===== src/rtl/unf2_pkg.sv =====
// Shared constants for the two-lane unfolded recursion.
// Assumes an unfolding factor of two and a recursion distance of nine samples.
package unf2_pkg;
    localparam int UNFOLD     = 2;
    localparam int RECUR_DIST = 9;

    // Number of feedback registers on the path leaving a given source lane.
    function automatic int fb_depth(input int src_lane);
        return (src_lane + RECUR_DIST) / UNFOLD;
    endfunction

    // Lane that consumes the result of a given source lane.
    function automatic int fb_target(input int src_lane);
        return (src_lane + RECUR_DIST) % UNFOLD;
    endfunction
endpackage


===== src/rtl/unf2_mac.sv =====
// One lane's multiply-add: y = x + trunc((COEF * yd) >>> FRAC).
// Combinational only. Assumes FRAC < DW + CW. The result wraps modulo 2^DW.
module unf2_mac #(
    parameter int DW   = 16,
    parameter int CW   = 8,
    parameter int FRAC = 6,
    parameter int COEF = 48
) (
    input  logic signed [DW-1:0] x_i,
    input  logic signed [DW-1:0] yd_i,
    output logic signed [DW-1:0] y_o
);
    localparam int PW = DW + CW;
    localparam logic signed [CW-1:0] COEF_V = CW'(COEF);

    logic signed [PW-1:0] prod;
    logic signed [PW-1:0] prod_sh;

    // Full-width product, then scale down by the coefficient's fraction bits.
    always_comb begin
        prod    = PW'(yd_i) * PW'(COEF_V);
        prod_sh = prod >>> FRAC;
        y_o     = x_i + prod_sh[DW-1:0];
    end
endmodule


===== src/rtl/unf2_fb_line.sv =====
// Feedback register chain of DEPTH stages that shifts only when adv_i is high.
// Assumes DEPTH >= 1. Every stage clears on a synchronous active-low reset.
module unf2_fb_line #(
    parameter int DW    = 16,
    parameter int DEPTH = 4
) (
    input  logic          clk,
    input  logic          rst_n,
    input  logic          adv_i,
    input  logic [DW-1:0] d_i,
    output logic [DW-1:0] q_o
);
    logic [DW-1:0] stage [DEPTH];

    // First stage captures the incoming lane result.
    always_ff @(posedge clk) begin
        if (!rst_n)     stage[0] <= '0;
        else if (adv_i) stage[0] <= d_i;
    end

    // Remaining stages each take the value of the stage before them.
    for (genvar g = 1; g < DEPTH; g++) begin : g_stage
        always_ff @(posedge clk) begin
            if (!rst_n)     stage[g] <= '0;
            else if (adv_i) stage[g] <= stage[g-1];
        end
    end

    assign q_o = stage[DEPTH-1];
endmodule


===== src/rtl/unf2_recur.sv =====
// Top of the two-lane unfolded recursion y(n) = COEF*y(n-9) + x(n).
// Even lane handles sample 2k, odd lane handles 2k+1. Each lane feeds the other
// through a chain whose depth comes from the unfolding rule. Assumes a
// synchronous active-low reset. When in_valid is low, all state holds.
module unf2_recur #(
    parameter int DW   = 16,
    parameter int CW   = 8,
    parameter int FRAC = 6,
    parameter int COEF = 48
) (
    input  logic                 clk,
    input  logic                 rst_n,
    input  logic                 in_valid,
    input  logic signed [DW-1:0] x_even,
    input  logic signed [DW-1:0] x_odd,
    output logic                 out_valid,
    output logic signed [DW-1:0] y_even,
    output logic signed [DW-1:0] y_odd
);
    localparam int N_LANE = unf2_pkg::UNFOLD;

    logic signed [DW-1:0] x_lane  [N_LANE];
    logic signed [DW-1:0] y_lane  [N_LANE];
    logic signed [DW-1:0] yd_lane [N_LANE];

    assign x_lane[0] = x_even;
    assign x_lane[1] = x_odd;

    for (genvar l = 0; l < N_LANE; l++) begin : g_lane
        localparam int DST   = unf2_pkg::fb_target(l);
        localparam int DEPTH = unf2_pkg::fb_depth(l);
        logic [DW-1:0] fb_q;

        unf2_mac #(.DW(DW), .CW(CW), .FRAC(FRAC), .COEF(COEF)) u_mac (
            .x_i  (x_lane[l]),
            .yd_i (yd_lane[l]),
            .y_o  (y_lane[l])
        );

        unf2_fb_line #(.DW(DW), .DEPTH(DEPTH)) u_fb (
            .clk   (clk),
            .rst_n (rst_n),
            .adv_i (in_valid),
            .d_i   (y_lane[l]),
            .q_o   (fb_q)
        );

        // Route this lane's delayed result to the multiplier of the other lane.
        assign yd_lane[DST] = fb_q;
    end

    // Output register holding the latest result pair and its valid flag.
    always_ff @(posedge clk) begin
        if (!rst_n) begin
            out_valid <= 1'b0;
            y_even    <= '0;
            y_odd     <= '0;
        end else begin
            out_valid <= in_valid;
            if (in_valid) begin
                y_even <= y_lane[0];
                y_odd  <= y_lane[1];
            end
        end
    end
endmodule


===== config.mk =====
export PLATFORM = sky130hd
export DESIGN_NAME = unf2_recur
export DESIGN_NICKNAME = d
export VERILOG_FILES = /design/src/rtl/unf2_pkg.sv /design/src/rtl/unf2_mac.sv /design/src/rtl/unf2_fb_line.sv /design/src/rtl/unf2_recur.sv
export SDC_FILE = /design/constraint.sdc
export NUM_CORES = 1
export LEC_CHECK = 0
export BUFFER_PORTS_ARGS = -buffer_cell sky130_fd_sc_hd__buf_2
export CORE_MARGIN = 2
export CORE_UTILIZATION = 63
export CTS_BUF_LIST = sky130_fd_sc_hd__clkbuf_4
export DETAILED_ROUTE_END_ITERATION = 16
export PLACE_DENSITY = 0.81
export SLEW_MARGIN = 40
export SYNTH_ARGS = -nofsm -noshare
export SYNTH_HDL_FRONTEND = slang
export SYNTH_SLANG_ARGS = --single-unit

===== constraint.sdc =====
create_clock -name clk -period 5.2 [get_ports clk]
set_clock_uncertainty 0.1 [all_clocks]
set_input_delay 0.78 -clock clk [delete_from_list [all_inputs] [get_ports clk]]
set_output_delay 0.78 -clock clk [all_outputs]
set_load 0.005 [all_outputs]

Word level (Yosys, flattened, before mapping)
Memories as Yosys holds them, arrays and structs flattened.
Index checks and enable logic that the tools add are counted.
Widths: inputs -> output; s select.
- bits of input ports: 35
- memory bits (writable): 144
- memories: 2
- word-level logic and storage cells: 31
- flip-flop bits (word level): 33
- multiply operators: 2
- add/subtract/negate cells: 2
- bitwise gates (word level): 9
- multiplexer cells: 13
- memory list (name ; depth ; width ; read ports ; clocked after memory_dff ; wr ports ; RTL line ; source):
    g_lane[1].u_fb.stage ; 5 ; 16 ; 5 ; 0 ; 5 ; unf2_fb_line.sv:13 ; logic [DW-1:0] stage [DEPTH];
    g_lane[0].u_fb.stage ; 4 ; 16 ; 4 ; 0 ; 4 ; unf2_fb_line.sv:13 ;
- operators by type and width (kind ; number):
    $mux 16 ; 9
    $mul 16x3->18 const B ; 2
    $add 16x16->16 ; 2
    $or 1x1->1 ; 9
    $mux 1 ; 4

Depth between registers and ports, before layout
Gate-level depths: netlist (run 1).
- word-level depth: 4
- mapped depth: 20
- depth with buffers taken out: 19

Hierarchy
From an unflattened synthesis (run 1), not the netlist that was laid out.
- cell total of the unflattened synthesis: 817
- area, all modules: 9909.5 sq um
- by module, submodules not included (module ; instances ; area each (sq um) ; cells an instance):
    unf2_fb_line at g_lane[1].u_fb ; 1 ; 2996.6 ; 178
    unf2_fb_line at g_lane[0].u_fb ; 1 ; 2431.1 ; 143
    unf2_mac at g_lane[1].u_mac ; 1 ; 1610.3 ; 203
    unf2_mac at g_lane[0].u_mac ; 1 ; 1601.5 ; 188
    unf2_recur ; 1 ; 1270.0 ; 105

Worst setup path after synthesis (run 1)
No wires, ideal clock.
- path type: input -> register
- start: input port rst_n
- end: memory g_lane[0].u_fb.stage[0][0], enable pin
- buffers on the path: 1
- path slack: 691 ps
- library setup time: 496 ps
- stages on the path: 3
- arrival time: 3913 ps
- data required time: 4604 ps
- cells stage by stage: nor2b_1 -> clkbuf_1 -> inv_1
- RTL lines (item ; RTL line ; source):
    start: declaration ; unf2_recur.sv:12 ; input logic rst_n,
    end: declaration ; unf2_fb_line.sv:13 ;

==> impl_metrics.ini, run 1 <==
[clocking]
cts_htree_levels = 4
clkLatencyLatePin_ns = 0.56
cts_resized = 0
cts_tree = done
postCtsHoldBufs = 0
cts_root_buf = clkbuf_4
post-cts-setup-buffers = 0
max-clock-path-buffers = 2
clkTransAtPathRegs_ns = 0.17
numCtsBuffers = 17
cts.sinks = 177

[route]
wl_per_cell_um = 18.5
first_pass_iters = 4
vias_per_cell = 6.09
drc = 0
ant_nets = 0
route.vias.total = 6310
finalWirelength_um = 19100
dr.first_iter.drc_count = 494

[pwr]
p_leak_nw = 5.08
ir_worst_vdd_uv = 190
p_per_area_mw_per_mm2 = 327

[timing]
finalCritPeriodShare_pct = 88.6
max-slew-margin-rel_pct = 56.9
worst_pin_slew_ns = 0.647
rsz0062_at_grt = no
setup_tns_ns = 0
finalCriticalPeriod_ns = 4.61
max_freq_ghz = 0.217
hold_viol_final = 0
setup_viol = 0
maxSlewViolCount = 0

[worst_setup_path]
r2r_start = g_lane[0].u_fb.stage[3][1]$_SDFFCE_PN0P_
cp.arrival_ns = 4.84
required_ns = 5.43
crit_path_max_fanout = 3
r2r_slack_ns = 0.59
critical_path_class = reg2reg
cp-start-kind = flip-flop
cp-end-kind = flip-flop
reg2regPathDepth = 19
setup.worst_path.end = g_lane[1].u_fb.stage[0][15]$_SDFFCE_PN0P_
reg2reg_to = g_lane[1].u_fb.stage[0][15]$_SDFFCE_PN0P_
startpoint = g_lane[0].u_fb.stage[3][1]$_SDFFCE_PN0P_

[floorplanning]
die_w_um = 126
die_h_um = 126
rows = 44
core_region_area_mm2 = 0.0146
start_util_pct = 64.6
pin_count = 68
die_area_mm2 = 0.0159

[synth]
yosysTopAreaCell = edfxtp_1
netlist_area_mm2 = 0.00942
synth-edff-count = 144
yosys-top-cells-count = edfxtp_1, and3_1, ha_1
synth.most_common_cell = edfxtp_1
syn_avg_cell_area_um2 = 12.1
synth.top_cell.area_share_pct = 45.9
synthCells = 781
synthFlopType = edfxtp_1
async_flop_share_pct = 0
syn_nets = 910
ys_seq_area_share_pct = 52.9
ys_top_cells_by_area = edfxtp_1, ha_1, and3_1, dfxtp_1, a21o_1
yosysWarnings = 0
synthDistinctLibCells = 65
ys_ff_latch = 177

[final_layout]
antenna_cells = 0
stdcell_area_mm2 = 0.0102
syn2layout_area_growth_pct = 8.78
layout-drive-gt1-share_pct = 15.0
finish.net_count = 968

[grt]
use_met1_pct = 34.0
globalRouteOverflowTotal = 0
met2_usage_pct = 40.4
grt_pass1_vias = 6222
antenna_found_initial = 1
grt_usage_pct = 24.8
grt_max_degree = 120
top_usage_layer = met2
grtUsageMet3_pct = 4.76
grt_pass1_wl_um = 31100

[placed_design]
port_buffers = 67
hpwl_um = 13300
placed_area_mm2 = 0.00991
place_congestion = 0.869

[status]
status = finished clean

[min_path]
min_from = y_odd[15]$_SDFFE_PN0P_
holdCritPathClass = reg2reg

[run]
maxCapViolations = 0
-- kinds of logic (layout without fill, tap and decap cells) --
family / after synthesis / count (layout) / synth area share [%]
flip-flops: 177 / 177 / 52.9
multiplexers: 3 / 3 / 0.319
AND/OR/NAND/NOR: 234 / 234 / 13.6
buffers and inverters: 52 / 123 / 2.17
XOR/XNOR: 48 / 48 / 4.61
AO/OA/AOI/OAI: 173 / 173 / 13.6
adder cells (fa/ha/maj): 94 / 94 / 12.8
-- cell usage in the layout (no fill, tap or decap), types with 3 or more instances in the layout --
master and n:
o21bai_1 6, nand2b_1 8, a211oi_1 9, mux2i_1 3, nor2_1 44, nand3_1 4, o21ai_1 10, xnor2_1 29
and2_1 8, nor3_1 6, nor2b_1 4, nand4_1 3, clkbuf_4 17, dfxtp_1 33, edfxtp_1 144, inv_8 4
a21oi_1 37, xor2_1 18, clkinv_8 5, nand2_1 29, fa_1 4, and3_1 119, o211ai_1 4, ha_1 90
a21o_1 43, inv_12 3, o21ai_0 17, a211oi_2 3, o21a_1 8, buf_2 67, inv_1 18
-- flip-flops by register name, indices dropped and copies added (netlist names) --
register,flops
out_valid,1
g_lane.u_fb.stage,144
y_odd,16
y_even,16
-- layer usage --
metal | share of wire, % | up-vias | routed length, µm
li1 | - | 3065 | -
met3 | 4.4 | 27 | 849
met5 | 0.068 | - | 13
met2 | 48 | 191 | 9130
met4 | 1.8 | 2 | 353
met1 | 46 | 3025 | 8790
-- critical path, cell delays in order (launching register included) --
cell and delay (ns):
edfxtp_1 0.43, ha_1 0.30, ha_1 0.22, inv_1 0.07
fa_1 0.40, nor2b_1 0.18, o211ai_1 0.14, a21oi_1 0.26
o21bai_1 0.11, a21boi_1 0.28, o41ai_1 0.13, xnor2_1 0.25
ha_1 0.31, a21oi_1 0.21, nand2_1 0.10, a211oi_1 0.25
a211o_1 0.19, o21a_1 0.15, xor2_1 0.22, nor2_1 0.08
-- power by group --
part | switching, W | internal, W | total (W)
clock network | 0.000579 | 0.000242 | 0.000821
logic | 0.000461 | 0.000335 | 0.000796
registers | 0.0000530 | 0.00168 | 0.00173
total | 0.00109 | 0.00226 | 0.00335
-- stage by stage --
| stage | total power [W] | utilization [%] | setup slack, ns | hold slack, ns | cells |
|---|---|---|---|---|---|
| final | 0.00335 | 70.2 | 0.591 | 0.358 | 1036 |
| after global routing | 0.00351 | 70.2 | 0.232 | 0.389 | 1036 |
| after CTS | 0.00337 | 70.2 | 0.603 | 0.363 | 1036 |
| after detailed placement | 0.00255 | 67.9 | 0.635 | 0.334 | 1004 |
| after global placement | 0.00253 | 67.9 | 0.806 | 0.330 | 1004 |
| after floorplan | 0.00232 | - | 0.691 | 0.343 | 781 |
-- layout make-up --
type	instances	area, µm²
clock buffer	17	128
clock inverter	15	199
fill	1020	4340
inverter	19	78.8
multi-input combinational	552	4230
sequential	177	4980
tap	184	230
timing repair buffer	72	393
-- how the worst min path moves through the flow --
stage	end	cells after the start	slack, ns
2_1_floorplan	y_even[15]$_SDFFE_PN0P_	2	0.34
3_3_place_gp	y_even[9]$_SDFFE_PN0P_	1	0.33
3_5_place_dp	y_odd[9]$_SDFFE_PN0P_	1	0.33
4_1_cts	y_odd[15]$_SDFFE_PN0P_	2	0.36
5_1_grt	y_even[12]$_SDFFE_PN0P_	1	0.39
6_report	y_odd[15]$_SDFFE_PN0P_	2	0.36
No activity file was read; power rests on OpenSTA's default activity.
==> run 2: changes to the inputs <==
- RECOVER_POWER: unset -> 25
==> run 2 against run 1 <==
The run now ends with max-capacitance violations, max-slew violations left. Clock-buffer cell count did not move. Non-clock buffer count did not move. Design area barely moved. Critical path depth did not move. Sequential share of layout area barely moved. Hold slack did not move. Total power barely moved. Die area did not move. Wire length barely moved. Sequential cell count did not move.
==> impl_metrics.ini, run 2 (synthesis gave the netlist of run 1 again) <==
[final_layout]
finish.net_count = 968
top_register = g_lane.u_fb.stage
layout_common_cells = edfxtp_1, and3_1, ha_1
layout-drive-gt1-share_pct = 14.8
largest_reg_flops = 144
antenna_cells = 0
biggestRegsByFlops = g_lane.u_fb.stage x144, y_even x16, y_odd x16
syn2layout_area_growth_pct = 8.69
final_common_cell = edfxtp_1

[timing]
worst_slack_ns = 0.590
worst_pin_slew_ns = 3.53
setup_tns_ns = 0
finalCriticalPeriod_ns = 4.61
setup_viol = 0
max-slew-margin-rel_pct = -135
hold_viol_final = 0
max_freq_ghz = 0.217
rsz0062_at_grt = no
maxSlewViolCount = 120
finalCritPeriodShare_pct = 88.6

[grt]
grt_pass1_vias = 6222
use_met1_pct = 34.0
top_usage_layer = met2
globalRouteOverflowTotal = 0
met2_usage_pct = 40.4
grt_max_degree = 120
grt_pass1_wl_um = 31100
grt_usage_pct = 24.8
antenna_found_initial = 1
grtUsageMet3_pct = 4.76

[floorplanning]
die_area_mm2 = 0.0159
core_region_area_mm2 = 0.0146
start_util_pct = 64.6
die_w_um = 126
pin_count = 68
die_h_um = 126
rows = 44

[worst_setup_path]
critical_path_class = reg2reg
max_stage_delay_ns = 0.43
crit_path_max_fanout = 3
cp-start-kind = flip-flop
required_ns = 5.43
crit_slowest_cell = edfxtp_1
cp_cell_sequence = ha_1, ha_1, inv_1, fa_1, nor2b_1, o211ai_1, a21oi_1, o21bai_1, a21boi_1, o41ai_1, xnor2_1, ha_1, a21oi_1, nand2_1, a211oi_1, a211o_1, o21a_1, xor2_1, nor2_1
crit_top_cell = ha_1
cp.arrival_ns = 4.84
cp-end-kind = flip-flop

[placed_design]
place_congestion = 0.869
dpl_worst_slack_ns = 0.635
hpwl_um = 13300
port_buffers = 67

[route]
finalWirelength_um = 19200
dr.first_iter.drc_count = 502
route.vias.total = 6313
drc = 0
ant_nets = 0
first_pass_iters = 4
wl_per_cell_um = 18.5
vias_per_cell = 6.09

[status]
violations = max-capacitance violations, max-slew violations
status = complete, but fails checks

[pwr]
p_leak_nw = 5.07
p_per_area_mw_per_mm2 = 327
p_switching_w = 0.00109
p_int_w = 0.00226
switching_share_pct = 32.6
seqPwrFrac_pct = 51.7
clkPwrFrac_pct = 24.5
pwr-share-comb_pct = 23.8
ir_worst_vdd_uv = 189

[clocking]
cts_resized = 0
cts_tree = done
max-clock-path-buffers = 2
cts_htree_levels = 4
numCtsBuffers = 17
clkLatencyLatePin_ns = 0.56
post-cts-setup-buffers = 0
clkTransAtPathRegs_ns = 0.17
cts.sinks = 177
postCtsHoldBufs = 0
cts_root_buf = clkbuf_4

[run]
maxCapViolations = 1

[min_path]
holdCritPathClass = reg2reg
run 2: worst paths after layout:
path	startpoint	end	slack, ns	cells after the start
hold reg to reg	y_odd[15]$_SDFFE_PN0P_	y_odd[15]$_SDFFE_PN0P_	0.36	2
setup / recovery	g_lane[0].u_fb.stage[3][1]$_SDFFCE_PN0P_	g_lane[1].u_fb.stage[0][15]$_SDFFCE_PN0P_	0.59	19
hold / removal	y_odd[15]$_SDFFE_PN0P_	y_odd[15]$_SDFFE_PN0P_	0.36	2
setup reg to reg	g_lane[0].u_fb.stage[3][1]$_SDFFCE_PN0P_	g_lane[1].u_fb.stage[0][15]$_SDFFCE_PN0P_	0.59	19
run 2: area by class of cell:
type	instances	area [µm²]
clock buffers	17	128
clock inverters	15	199
fillers	1023	4350
inverters	19	78.8
multi-input cells	552	4230
flip-flops and latches	177	4980
well taps	184	230
repair buffers	72	384
run 2: critical path, delay by kind of cell, from the launching register on:
family,cells,cell delay [ns]
fa+ha+maj,4,1.23
buf+inv,1,0.07
simple gates,3,0.36
xor+xnor,2,0.47
flops,1,0.43
compound gates,9,1.72
run 2: power by group through the flow:
stage | Combinational (W) | Sequential, W | Clock (W)
floorplan | 0.000561 | 0.00176 | 0
global placement | 0.000772 | 0.00176 | 0
detailed placement | 0.000789 | 0.00176 | 0
CTS | 0.000797 | 0.00173 | 0.000836
global route | 0.000877 | 0.00175 | 0.000886
finish | 0.000796 | 0.00173 | 0.000820
run 2: through the flow:
stage / utilization, % / cell area (µm²) / std cells / hold slack [ns] / power, W
finish: 70.2 / 10200 / 1036 / 0.358 / 0.00335
detailed placement: 67.9 / 9910 / 1004 / 0.334 / 0.00255
CTS: 70.2 / 10200 / 1036 / 0.363 / 0.00337
floorplan: - / 9420 / 781 / 0.343 / 0.00232
global placement: 67.9 / 9910 / 1004 / 0.330 / 0.00253
global route: 70.2 / 10200 / 1036 / 0.389 / 0.00351
run 2: metal layers:
layer | wire [µm] | part of all wire, %
met1 | 8780 | 46
met2 | 9100 | 48
met4 | 388 | 2.0
met5 | 13 | 0.068
met3 | 866 | 4.5
==> run 3: changes to the inputs <==
- CORE_UTILIZATION: 63 -> 45
- PLACE_DENSITY: 0.81 -> 0.6
==> run 3 against run 2 <==
The run now ends clean. Sequential share of layout area fell by 0.17 points. Total power fell by 3.5%. Sequential cell count unchanged. Clock power down 13%. Fmax rose by 0.89%. Setup slack gained 0.040 ns. Hold slack gained 0.0074 ns. Wire length increased by 1.1%. Die area is 39% higher. Critical path depth did not move. Register-to-register slack better by 0.04 ns. First-iteration DRC count decreased by 16%. Critical path type unchanged.
==> impl_metrics.ini, run 3 (synthesis gave the netlist of run 1 again) <==
[status]
status = finished clean

[clocking]
postCtsHoldBufs = 0
cts_tree = done
max-clock-path-buffers = 2
clkLatencyLatePin_ns = 0.58
post-cts-setup-buffers = 0
numCtsBuffers = 17
cts_resized = 0
cts_root_buf = clkbuf_4
cts_htree_levels = 4
cts.sinks = 177
clkTransAtPathRegs_ns = 0.17

[grt]
grt_max_degree = 120
grt_usage_pct = 18.1
antenna_found_initial = 1
grt_pass1_vias = 6114
globalRouteOverflowTotal = 0
grt_pass1_wl_um = 31300

[route]
wl_per_cell_um = 17.2
finalWirelength_um = 19400
route.vias.total = 6131
first_pass_iters = 5
drc = 0
ant_nets = 0
dr.first_iter.drc_count = 423
vias_per_cell = 5.46

[final_layout]
layout_common_cells = edfxtp_1, and3_1, ha_1
final_common_cell = edfxtp_1
syn2layout_area_growth_pct = 9.07
finish.net_count = 968
biggestRegsByFlops = g_lane.u_fb.stage x144, y_even x16, y_odd x16
fin_util_pct = 50.4
top_register = g_lane.u_fb.stage
largest_reg_flops = 144
layout-drive-gt1-share_pct = 14.8

[worst_setup_path]
cp-end-kind = flip-flop
required_ns = 5.41
critical_path_class = reg2reg
startpoint = g_lane[1].u_fb.stage[4][2]$_SDFFCE_PN0P_
cp-start-kind = flip-flop
cp.arrival_ns = 4.78
crit_path_max_fanout = 3
r2r_start = g_lane[1].u_fb.stage[4][2]$_SDFFCE_PN0P_

[timing]
setup_tns_ns = 0
max-slew-margin-rel_pct = 50.7
setup_viol = 0
finalCriticalPeriod_ns = 4.57
maxSlewViolCount = 0
rsz0062_at_grt = no
finalCritPeriodShare_pct = 87.9
max_freq_ghz = 0.219
worst_slack_ns = 0.631
hold_viol_final = 0
worst_pin_slew_ns = 0.739

[pwr]
seqPwrFrac_pct = 53.6
p_leak_nw = 5.04
p_switching_w = 0.00101
switching_share_pct = 31.2
pwr-share-comb_pct = 24.2
p_int_w = 0.00222
clkPwrFrac_pct = 22.1
p_per_area_mw_per_mm2 = 314
ir_worst_vdd_uv = 152

[floorplanning]
start_util_pct = 46.3
die_w_um = 149
rows = 52
die_h_um = 149
core_region_area_mm2 = 0.0204
pin_count = 68
die_area_mm2 = 0.0221

[min_path]
holdCritPathClass = reg2reg
min_from = y_even[11]$_SDFFE_PN0P_

[placed_design]
hpwl_um = 13000
dpl_worst_slack_ns = 0.705
port_buffers = 67
place_congestion = 0.866

[run]
maxCapViolations = 0
## run 3: critical path, stage by stage, from the launching register on
cell and delay [ns]:
edfxtp_1 0.44, ha_1 0.30, ha_1 0.20, inv_1 0.07, fa_1 0.40, nor2b_1 0.11
o21ai_0 0.11, a21boi_0 0.26, o21ai_0 0.15, a21oi_1 0.27, a211oi_1 0.10, xnor2_1 0.20
ha_1 0.29, a21oi_4 0.15, o21ai_2 0.09, a211o_1 0.28, a311oi_2 0.24, a21oi_1 0.09
xnor3_1 0.39, nor2_1 0.04
## run 3: final cells by class
cell class,instances,area (µm²)
fill,1816,10100
sequential,177,4980
multi-input combinational,552,4230
timing repair buffer,72,392
tap,270,338
clock buffer,19,143
clock inverter,13,105
inverter,19,76.3
antenna,1,2.50
## run 3: metrics by stage
step           cells  instance area (µm²)  total power [W]  hold slack (ns)
2_1_floorplan    781                 9420          0.00232            0.343
3_3_place_gp    1090                10000          0.00253            0.327
3_5_place_dp    1090                10000          0.00254            0.334
4_1_cts         1122                10300          0.00326            0.369
5_1_grt         1123                10300          0.00341            0.395
6_report        1123                10300          0.00323            0.366
## run 3: metal layers
layer	wire length, µm	up-vias	share of wire, %	track usage [%]
met4	356	0	1.8	5.90
met2	8680	124	45	27.7
met5	0	-	0	0
met3	776	21	4.0	3.22
li1	-	3055	-	-
met1	9550	2931	49	26.2
## run 3: final timing paths
| kind | end | slack, ns | depth (start not counted) |
|---|---|---|---|
| min | y_even[11]$_SDFFE_PN0P_ | 0.37 | 1 |
| min reg2reg | y_even[11]$_SDFFE_PN0P_ | 0.37 | 1 |
| max reg2reg | g_lane[0].u_fb.stage[0][15]$_SDFFCE_PN0P_ | 0.63 | 19 |
| max | g_lane[0].u_fb.stage[0][15]$_SDFFCE_PN0P_ | 0.63 | 19 |
## run 3: power by group through the flow
stage | combinational [W] | clock, W | sequential, W
after CTS | 0.000789 | 0.000738 | 0.00173
after global placement | 0.000771 | 0 | 0.00176
after floorplan | 0.000561 | 0 | 0.00176
after global routing | 0.000869 | 0.000791 | 0.00175
after detailed placement | 0.000782 | 0 | 0.00176
final | 0.000783 | 0.000715 | 0.00173
